<file path="src/rtl/sac_limit_expand.sv">
module sac_limit_expand #(
  parameter int unsigned LIM_W      = 20,
  parameter int unsigned GRAN_SHIFT = 12,
  parameter int unsigned LEG_W      = 32
) (
  input  logic [LIM_W-1:0] raw_limit,
  input  logic             gran,
  output logic [LEG_W-1:0] eff_limit
);
  localparam int unsigned SCALED_W = LIM_W + GRAN_SHIFT;

  logic [SCALED_W-1:0] scaled;

  always_comb begin
    if (gran) scaled = {raw_limit, {GRAN_SHIFT{1'b1}}};
    else      scaled = SCALED_W'(raw_limit);
    eff_limit = LEG_W'(scaled);
  end
endmodule

</file>
<file path="config.mk">
export PLATFORM = sky130hd
export DESIGN_NAME = sac_limit_expand
export DESIGN_NICKNAME = d
export VERILOG_FILES = /design/src/rtl/sac_limit_expand.sv
export SDC_FILE = /design/constraint.sdc
export NUM_CORES = 1
export LEC_CHECK = 0
export BUFFER_PORTS_ARGS = -buffer_cell sky130_fd_sc_hd__buf_2
export CAP_MARGIN = 10
export CORE_AREA = 2 2 39 41
export DETAILED_ROUTE_END_ITERATION = 7
export DIE_AREA = 0 0 41 43
export GPL_ROUTABILITY_DRIVEN = 0
export PLACE_DENSITY = 0.75
export SETUP_SLACK_MARGIN = 0.1
export SYNTH_ARGS = -nofsm -noshare
export SYNTH_HDL_FRONTEND = slang
export SYNTH_SLANG_ARGS = --single-unit
</file>
<file path="constraint.sdc">
create_clock -name vclk -period 0.8
set_input_delay 0.08 -clock vclk [all_inputs]
set_output_delay 0.08 -clock vclk [all_outputs]
set_load 0.05 [all_outputs]
</file>
==> results.cfg, run 1 <==
[job]
maxCapViolations = 0

[detailed_routing]
drt_wl_total_um = 1429
dr.pass1.iters = 2
ant_nets = 0
vias_per_cell = 4.336
drc = 0
wl_per_cell_um = 13.36
vias = 464
drtIter0Drc = 1

[critical_path]
crit_fanout = 5
cpMaxStageDelayCell = mux2_4
critPathCaptureType = primary output
crit_chain = buf_12 -> buf_12 -> mux2_4 -> buf_8
start_kind = input pin
critPathMaxStageDelay_ns = 0.30
crit_start = gran
crit_type = in -> out
crit_required_ns = 0.72
crit_top_cell = buf_12
arrival_ns = 0.79

[synth]
synth_cells = 35
synthesis.nets = 56
netlist_area_um2 = 286.5
ys_seq_area_share_pct = 0
synth_cell_type_count = 7
synth.avg_cell_area_um2 = 8.186
yosysWarnings = 0

[grt]
antenna_found_initial = 0
grt_pass1_vias = 479
grt_use_met2_pct = 35.31
grt_usage_pct = 16.08
met1_usage_pct = 14.56
met3_usage_pct = 1.047
grt_max_degree = 10
grt_busiest_layer = met2
grt-ovfl-total = 0
grt_pass1_wl_um = 2014

[sta]
finalCritPeriodShare_pct = 109.2
min_period_ns = 0.8733
worst_slack_ns = -0.07334
fmax_ghz = 1.145
worst_slew_pin_slew_ns = 0.1085
max_slew_margin_pct = 92.79
slew_violations = 0
rsz0062_at_grt = true
setup_viol = 15
final_hold_viol_count = 0

[finish]
antennaDiodeCount = 0
area_growth_pct = 261.1
nFillCells = 105
postLayoutCoreUtil_pct = 74.77
design.seq.count = 0
seqCellArea_um2 = 0
layout-drive-gt1-share_pct = 100.0
fin_cells = 107
nNetsFinal = 114
n_clock_buffer = 0

[floorplanning]
start_util_pct = 20.71
die-area_um2 = 1763
io_pins = 53
die_y_um = 43
rows = 14
core_area_um2 = 1384
die_w_um = 41

[placed_design]
portBuffers = 53
pre_cts_ws_ns = -0.1585
dp.cells = 103

[power]
peakVddDrop_uv = 484.9
p_leak_nw = 0.5283
power_density_nw_per_um2 = 923.3

[status]
failed_checks = negative setup slack
outcome = finished, violations left

[min_path]
hold_class = in -> out
hold_start = raw_limit[5]
## report_power, final
| group | switching [mW] | internal (mW) | total (mW) |
|---|---|---|---|
| Sequential | 0 | 0 | 0 |
| Combinational | 0.502 | 0.453 | 0.955 |
| Clock | 0 | 0 | 0 |
| Total | 0.502 | 0.453 | 0.955 |
## routing by layer
metal,up-vias,wire [µm]
met4,0,0
met3,0,87
met5,-,0
met2,25,948
met1,216,393
li1,223,-
## kinds of logic after synthesis
logic type / count (synthesis) / share of synthesized area (%)
AND/OR/NAND/NOR: 24 / 53.27
buffers and inverters: 3 / 7.423
multiplexers: 8 / 39.30
## stage by stage
stage / TNS [ns] / total power [mW] / cell area (µm²) / hold WS, ns
after global routing: -0.9639 / 0.9894 / 1035 / 0.5023
after floorplan: 0 / 0.4849 / 304.0 / 0.3432
after CTS: -0.7018 / 0.9396 / 1021 / 0.4856
after detailed placement: -2.884 / 0.6358 / 595.6 / 0.5733
final: -0.7755 / 0.9554 / 1035 / 0.4897
after global placement: -2.719 / 0.6322 / 595.6 / 0.5747
## layout by cell type, fill, tap and decap left out
cell type and n:
buf_4 1, buf_16 2, buf_8 27, and2_4 10, or2_4 12, mux2_4 8, buf_6 7, buf_12 2
and2_2 2, buf_2 20
## worst max-delay path, delay by kind of cell
family | cells | cell delay (ns)
buffers and inverters | 3 | 0.40
muxes | 1 | 0.30
## timing repair
action	in CTS	in global routing
hold endpoints to repair	0	0
setup endpoints to repair	32	29
gates resized for setup	119	3
hold buffers	0	0
pin swaps	6	0
setup buffers	0	1
cloned	3	0
## final cells by class
cell class | instances | area [µm²] | share of cell area [%]
repair buffers | 59 | 686.9 | 66.38
well taps | 16 | 20.02 | 1.935
multi-input cells | 32 | 327.8 | 31.68
## cell usage after synthesis (all sizes together)
cell type / n / area, µm²
and2: 12 / 77.57
or2: 12 / 75.07
mux2: 8 / 112.6
clkbuf: 2 / 10.01
buf: 1 / 11.26
## final timing paths
kind,to,slack (ns),cells past startpoint
max,eff_limit[12],-0.07,4
min,eff_limit[5],0.49,3
Power figures use the tool's default switching activity.
==> inputs of run 2 (changes only) <==
- clock period: 0.8 -> 1 ns (I/O delays scaled with it)
==> results.cfg, run 2 (synthesized netlist as in run 1, its figures left out) <==
[status]
outcome = finished, final reports clean

[detailed_routing]
wl_per_cell_um = 12.73
vias_per_cell = 4.402
drc = 0
drt_wl_total_um = 1362
dr.pass1.iters = 2
ant_nets = 0
drtIter0Drc = 1
vias = 471

[critical_path]
crit_fanout = 9
arrival_ns = 0.81
start_kind = input pin
critPathCaptureType = primary output
crit_required_ns = 0.90
crit_type = in -> out

[placed_design]
portBuffers = 53

[grt]
grt_usage_pct = 12.79
grt_pass1_wl_um = 1628
antenna_found_initial = 0
grt_max_degree = 10
grt-ovfl-total = 0
grt_pass1_vias = 395

[floorplanning]
rows = 14
die_y_um = 43
start_util_pct = 20.71
core_area_um2 = 1384
die-area_um2 = 1763
die_w_um = 41
io_pins = 53

[finish]
layout-drive-gt1-share_pct = 89.01
n_clock_buffer = 0
design.seq.count = 0
area_growth_pct = 221.0
most-common-layout-cells = buf_2, buf_8, or2_4, and2_1, mux2_4
antennaDiodeCount = 0
seqCellArea_um2 = 0
nNetsFinal = 114
final_common_cell = buf_2

[sta]
max_slew_margin_pct = 83.53
finalCritPeriodShare_pct = 90.60
rsz0062_at_grt = true
final_hold_viol_count = 0
holdWs_ns = 0.5257
min_period_ns = 0.9060
slew_violations = 0
fmax_ghz = 1.104
tns_ns = 0
worst_slew_pin_slew_ns = 0.2488
setup_viol = 0

[min_path]
min_to = eff_limit[8]
hold_class = in -> out
hold_start = raw_limit[8]
min_path_cells = 3

[job]
maxCapViolations = 0

[power]
peakVddDrop_uv = 429.4
p_leak_nw = 0.4904
power_density_nw_per_um2 = 760.4
run 2: worst max-delay path by stage:
| stage | startpoint | endpoint | slack, ns | cells after the start |
|---|---|---|---|---|
| floorplan | gran | eff_limit[20] | 0.24 | 2 |
| global placement | gran | eff_limit[12] | 0.01 | 4 |
| detailed placement | gran | eff_limit[19] | -0.005 | 4 |
| CTS | gran | eff_limit[9] | 0.07 | 4 |
| global route | gran | eff_limit[16] | 0.08 | 4 |
| finish | gran | eff_limit[16] | 0.09 | 4 |
run 2: layout make-up:
cell class                 count  area [µm²]
fill                         118       464.2
multi-input combinational     32       302.8
tap                           16       20.02
timing repair buffer          59       596.8
run 2: what timing repair did:
action,4_1_cts,5_1_grt
resized for setup,59,34
cloned,3,0
hold buffers,0,0
setup buffers,1,0
setup endpoints to repair,20,21
run 2: power breakdown:
| part | switching (mW) | internal (mW) | total [mW] |
|---|---|---|---|
| Sequential | 0 | 0 | 0 |
| Clock | 0 | 0 | 0 |
| Combinational | 0.387 | 0.313 | 0.699 |
run 2: metrics by stage:
stage / utilization [%] / worst slack, ns / instances / power [mW] / instance area (µm²)
5_1_grt: 66.46 / 0.08346 / 107 / 0.7250 / 919.6
2_1_floorplan: - / 0.2396 / 35 / 0.3791 / 286.5
3_5_place_dp: 41.77 / -0.004619 / 103 / 0.5017 / 578.1
3_3_place_gp: 41.77 / 0.01361 / 103 / 0.4979 / 578.1
6_report: 66.46 / 0.09398 / 107 / 0.6993 / 919.6
4_1_cts: 60.40 / 0.07155 / 107 / 0.6464 / 835.8
run 2: per-layer routing:
| metal | track usage, % | vias to the layer above | wire (µm) |
|---|---|---|---|
| met3 | 0 | 0 | 85 |
| met4 | 0 | 0 | 0 |
| met5 | 0 | - | 0 |
| met2 | 26.25 | 28 | 881 |
| met1 | 13.92 | 216 | 395 |
| li1 | - | 227 | - |
run 2: critical path, stage by stage:
cell and delay, ns:
buf_12 0.12, buf_12 0.13, mux2_4 0.30, buf_6 0.15
